$ cat src/rtl/fwd_pkg.sv
package fwd_pkg;
  localparam int unsigned N_SRC = 5;

  // index order is priority order: lower index = younger producer
  typedef enum int unsigned {
    SRC_EX_ALU  = 0,
    SRC_MEM_RD  = 1,
    SRC_MEM_ALU = 2,
    SRC_WB_RD   = 3,
    SRC_WB_ALU  = 4
  } fwd_src_e;
endpackage

$ cat src/rtl/fwd_match.sv
module fwd_match #(
  parameter int unsigned REG_W = 4
) (
  input  logic [REG_W-1:0] src_i,
  input  logic [REG_W-1:0] dst_i,
  output logic             hit_o
);
  localparam logic [REG_W-1:0] NO_REG = {REG_W{1'b1}};

  // src == dst and dst != NO_REG imply src != NO_REG
  assign hit_o = (dst_i != NO_REG) && (dst_i == src_i);
endmodule

$ cat src/rtl/fwd_operand_sel.sv
module fwd_operand_sel #(
  parameter int unsigned DATA_W = 32,
  parameter int unsigned REG_W  = 4,
  parameter int unsigned N_SRC  = 5
) (
  input  logic [REG_W-1:0]              src_i,
  input  logic [DATA_W-1:0]             rf_i,
  input  logic [N_SRC-1:0][DATA_W-1:0]  cand_val_i,
  input  logic [N_SRC-1:0][REG_W-1:0]   cand_dst_i,
  output logic [DATA_W-1:0]             val_o
);
  localparam logic [REG_W-1:0] NO_REG = {REG_W{1'b1}};

  logic [N_SRC-1:0] hit;

  for (genvar g = 0; g < N_SRC; g++) begin : g_match
    fwd_match #(.REG_W(REG_W)) u_match (
      .src_i (src_i),
      .dst_i (cand_dst_i[g]),
      .hit_o (hit[g])
    );
  end

  // lowest index overrides: walk from oldest to youngest
  always_comb begin
    val_o = rf_i;
    for (int i = N_SRC - 1; i >= 0; i--) begin
      if (hit[i]) val_o = cand_val_i[i];
    end
  end

  always_comb begin
    if (hit == '0) begin
      a_r1_rf_when_no_hit: assert (val_o == rf_i)
        else $error("selector: no hit but operand not from register file");
    end
    if (hit[0]) begin
      a_r2_ex_alu_first: assert (val_o == cand_val_i[0])
        else $error("selector: execute match not forwarded");
    end
    if (src_i == NO_REG) begin
      a_r7_no_reg_src_no_hit: assert (hit == '0)
        else $error("selector: no-register source matched");
    end
    for (int i = 0; i < N_SRC; i++) begin
      if (cand_dst_i[i] == NO_REG) begin
        a_r8_no_reg_dst_no_hit: assert (!hit[i])
          else $error("selector: no-register destination matched");
      end
    end
  end
endmodule

$ cat src/rtl/fwd_operand_unit.sv
module fwd_operand_unit
  import fwd_pkg::*;
#(
  parameter int unsigned DATA_W = 32,
  parameter int unsigned REG_W  = 4
) (
  input  logic [REG_W-1:0]  src_a_i,
  input  logic [REG_W-1:0]  src_b_i,
  input  logic [DATA_W-1:0] rf_a_i,
  input  logic [DATA_W-1:0] rf_b_i,
  input  logic [DATA_W-1:0] ex_alu_val_i,
  input  logic [REG_W-1:0]  ex_alu_dst_i,
  input  logic [DATA_W-1:0] mem_alu_val_i,
  input  logic [REG_W-1:0]  mem_alu_dst_i,
  input  logic [DATA_W-1:0] mem_rd_val_i,
  input  logic [REG_W-1:0]  mem_rd_dst_i,
  input  logic [DATA_W-1:0] wb_alu_val_i,
  input  logic [REG_W-1:0]  wb_alu_dst_i,
  input  logic [DATA_W-1:0] wb_rd_val_i,
  input  logic [REG_W-1:0]  wb_rd_dst_i,
  output logic [DATA_W-1:0] op_a_o,
  output logic [DATA_W-1:0] op_b_o
);
  localparam int unsigned N_PORT = 2;
  localparam logic [REG_W-1:0] NO_REG = {REG_W{1'b1}};

  logic [N_SRC-1:0][DATA_W-1:0] cand_val;
  logic [N_SRC-1:0][REG_W-1:0]  cand_dst;
  logic [N_PORT-1:0][REG_W-1:0]  src;
  logic [N_PORT-1:0][DATA_W-1:0] rf;
  logic [N_PORT-1:0][DATA_W-1:0] op;

  always_comb begin
    cand_val[SRC_EX_ALU]  = ex_alu_val_i;   cand_dst[SRC_EX_ALU]  = ex_alu_dst_i;
    cand_val[SRC_MEM_RD]  = mem_rd_val_i;   cand_dst[SRC_MEM_RD]  = mem_rd_dst_i;
    cand_val[SRC_MEM_ALU] = mem_alu_val_i;  cand_dst[SRC_MEM_ALU] = mem_alu_dst_i;
    cand_val[SRC_WB_RD]   = wb_rd_val_i;    cand_dst[SRC_WB_RD]   = wb_rd_dst_i;
    cand_val[SRC_WB_ALU]  = wb_alu_val_i;   cand_dst[SRC_WB_ALU]  = wb_alu_dst_i;
  end

  assign src = {src_b_i, src_a_i};
  assign rf  = {rf_b_i, rf_a_i};

  for (genvar p = 0; p < N_PORT; p++) begin : g_port
    fwd_operand_sel #(
      .DATA_W (DATA_W),
      .REG_W  (REG_W),
      .N_SRC  (N_SRC)
    ) u_sel (
      .src_i      (src[p]),
      .rf_i       (rf[p]),
      .cand_val_i (cand_val),
      .cand_dst_i (cand_dst),
      .val_o      (op[p])
    );
  end

  assign op_a_o = op[0];
  assign op_b_o = op[1];

  always_comb begin
    if (src_a_i == src_b_i && rf_a_i == rf_b_i) begin
      a_r9_ports_agree: assert (op_a_o == op_b_o)
        else $error("unit: identical port inputs gave different operands");
    end
    if (src_a_i == NO_REG) begin
      a_r7_port_a_rf: assert (op_a_o == rf_a_i)
        else $error("unit: no-register source A not from register file");
    end
  end
endmodule

$ cat config.mk
export PLATFORM = sky130hd
export DESIGN_NAME = fwd_operand_unit
export DESIGN_NICKNAME = d
export VERILOG_FILES = /design/src/rtl/fwd_pkg.sv /design/src/rtl/fwd_match.sv /design/src/rtl/fwd_operand_sel.sv /design/src/rtl/fwd_operand_unit.sv
export SDC_FILE = /design/constraint.sdc
export NUM_CORES = 1
export LEC_CHECK = 0
export ABC_CLOCK_PERIOD_IN_PS = 6550
export BUFFER_PORTS_ARGS = -buffer_cell sky130_fd_sc_hd__buf_4
export CORE_AREA = 3 3 123 125
export DETAILED_ROUTE_END_ITERATION = 16
export DIE_AREA = 0 0 126 128
export PLACE_DENSITY_LB_ADDON = 0.1
export SYNTH_ARGS = -nofsm -noshare
export SYNTH_HDL_FRONTEND = slang
export SYNTH_SLANG_ARGS = --single-unit
$ cat constraint.sdc
create_clock -name vclk -period 6.55
set_clock_uncertainty 0.15 [all_clocks]
set_input_delay 1.31 -clock vclk [all_inputs]
set_output_delay 1.31 -clock vclk [all_outputs]
set_load 0.02 [all_outputs]
==> flow_summary.ini <==
[setup_path]
cpPeakStageDelay_ns = 0.40
required_ns = 5.09
slowest_stage = and2_1
cp_common_cell = buf_4
start_kind = input pin
cp_cell_sequence = buf_4 > and2_1 > a311oi_4 > buf_4 > and2_1 > buf_4 > a211oi_1 > o211ai_1 > buf_4
crit_fanout = 33
endpoint_kind = primary output
arrival_ns = 3.85
crit_type = in2out

[sta]
rsz0062_at_grt = false
period_minus_slack_ns = 5.31
worst_slew_margin_rel_pct = 14.9
setup_violations = 0
max_freq_mhz = 188
layout_setup_ws_ns = 1.24
worst_slew_pin_slew_ns = 1.28
fin_setup_tns_ns = 0
period_share_pct = 81.0
hold_viol = 0
slew_violations = 0

[synthesis]
synth_nets = 952
yosys-top-cells-count = 67 x nand3_1, 66 x nand2_1
synth_top_area_share_pct = 13.6
yosysMostFrequentCell = nand3_1
ys_seq_area_share_pct = 0
syn_inst = 700
ys_warn_count = 0
synth_top_area_cell = a32o_1
syn-cell-area_sq_mm = 0.00470
ys_types = 30
syn_area_per_cell_sq_um = 6.72
synthTopCellsByArea = a32o_1 14%, o2111ai_1 12%, a211oi_1 10%, a21boi_0 9.9%, o211ai_1 9.9%

[final_layout]
layout-drive-gt1-share_pct = 37.8
seq_cells = 0
nClkBuffers = 0
seqCellArea_sq_um = 0
area_delta_synth_final_pct = 50.3
final_nets = 1186
n_antenna_cell = 0

[route]
vias_per_cell = 6.93
final_antenna_net_count = 0
routed_wl_mm = 30.0
dr.pass1.iters = 5
drt-initial-drc-count = 1097
vias = 7704
drc_errors = 0
wl_per_cell_um = 27.0

[worst_hold_path]
hp-class = in2out

[global_routing]
gr-total-overflow = 0
track_usage_pct = 34.4
grt_pass1_vias = 7851
antenna_found_initial = 0
grt_first_pass_wirelength_mm = 45.2
grt_max_degree = 43

[power]
ir_drop_v = 0.0000553
pwr_density_cell_mw_per_mm2 = 116
p_leak_nw = 2.71

[floorplan]
rows = 43
pin_count = 316
dieHeight_um = 128
core_sq_mm = 0.0140
die_x_um = 126
die-area_sq_mm = 0.0161
start_util_pct = 33.6

[place]
io_buffer_count = 316
gp_congestion = 0.941
hpwl_mm = 20.7
place_ws_ns = 1.35

[clocking]
cts-resized-gates = 0
post_cts_buffers = 0
cts_hold_buf = 0

[status]
status = finished, final reports clean

[run]
drv_cap = 0
-- worst paths after layout --
check                            from         to  cells after the start
worst max-delay path  wb_alu_dst_i[1]  op_b_o[6]                      9
worst min-delay path  ex_alu_val_i[0]  op_a_o[0]                      4
-- kinds of logic after synthesis --
| logic type | synth area share [%] |
|---|---|
| AO/OA/AOI/OAI | 57.9 |
| XOR/XNOR | 7.07 |
| buffers and inverters | 10.6 |
| AND/OR/NAND/NOR | 24.4 |
-- report_power, final --
part / internal (W) / switching (W) / total (W)
logic: 0.000345 / 0.000475 / 0.000820
clock network: 0 / 0 / 0
registers: 0 / 0 / 0
-- layout by cell type, fill, tap and decap left out, types with 4 or more instances in the layout --
cell and count:
nand2_1 66, xor2_1 26, buf_4 338, nand3_1 67, xnor2_1 12, o2111ai_1 64, and2_1 5, a211oi_1 64
or3_1 64, a21boi_0 62, o211ai_1 62, a32o_1 64, nor2_4 4
-- metal layers --
| metal | track usage, % | routed length (um) | vias up |
|---|---|---|---|
| li1 | - | - | 3351 |
| met1 | 45.5 | 11600 | 3582 |
| met2 | 55.8 | 13700 | 678 |
| met3 | 6.83 | 3650 | 93 |
| met4 | 11.9 | 1000 | 0 |
| met5 | 0 | 0 | - |
-- cell type report --
cell class / count / area [sq um]
fillers: 1409 / 6920
multi-input cells: 594 / 4310
well taps: 180 / 225
repair buffers: 338 / 2540
-- metrics by stage --
step / total power, W / area [sq um] / std cells / hold WS [ns] / utilization (%)
floorplan: 0.000422 / 4700 / 700 / 2.70 / -
global placement: 0.000801 / 7070 / 1112 / 2.81 / 50.6
detailed placement: 0.000801 / 7070 / 1112 / 2.81 / 50.6
CTS: 0.000803 / 7070 / 1112 / 2.81 / 50.6
global route: 0.000860 / 7070 / 1112 / 2.83 / 50.6
finish: 0.000820 / 7070 / 1112 / 2.81 / 50.6
-- worst max-delay path: cells and delay by family --
kind	cells	cell delay (ns)
buffers and inverters	4	1.11
AOI/OAI and AO/OA	3	0.76
and+or+nand+nor	2	0.61
No activity file was read; power rests on OpenSTA's default activity.
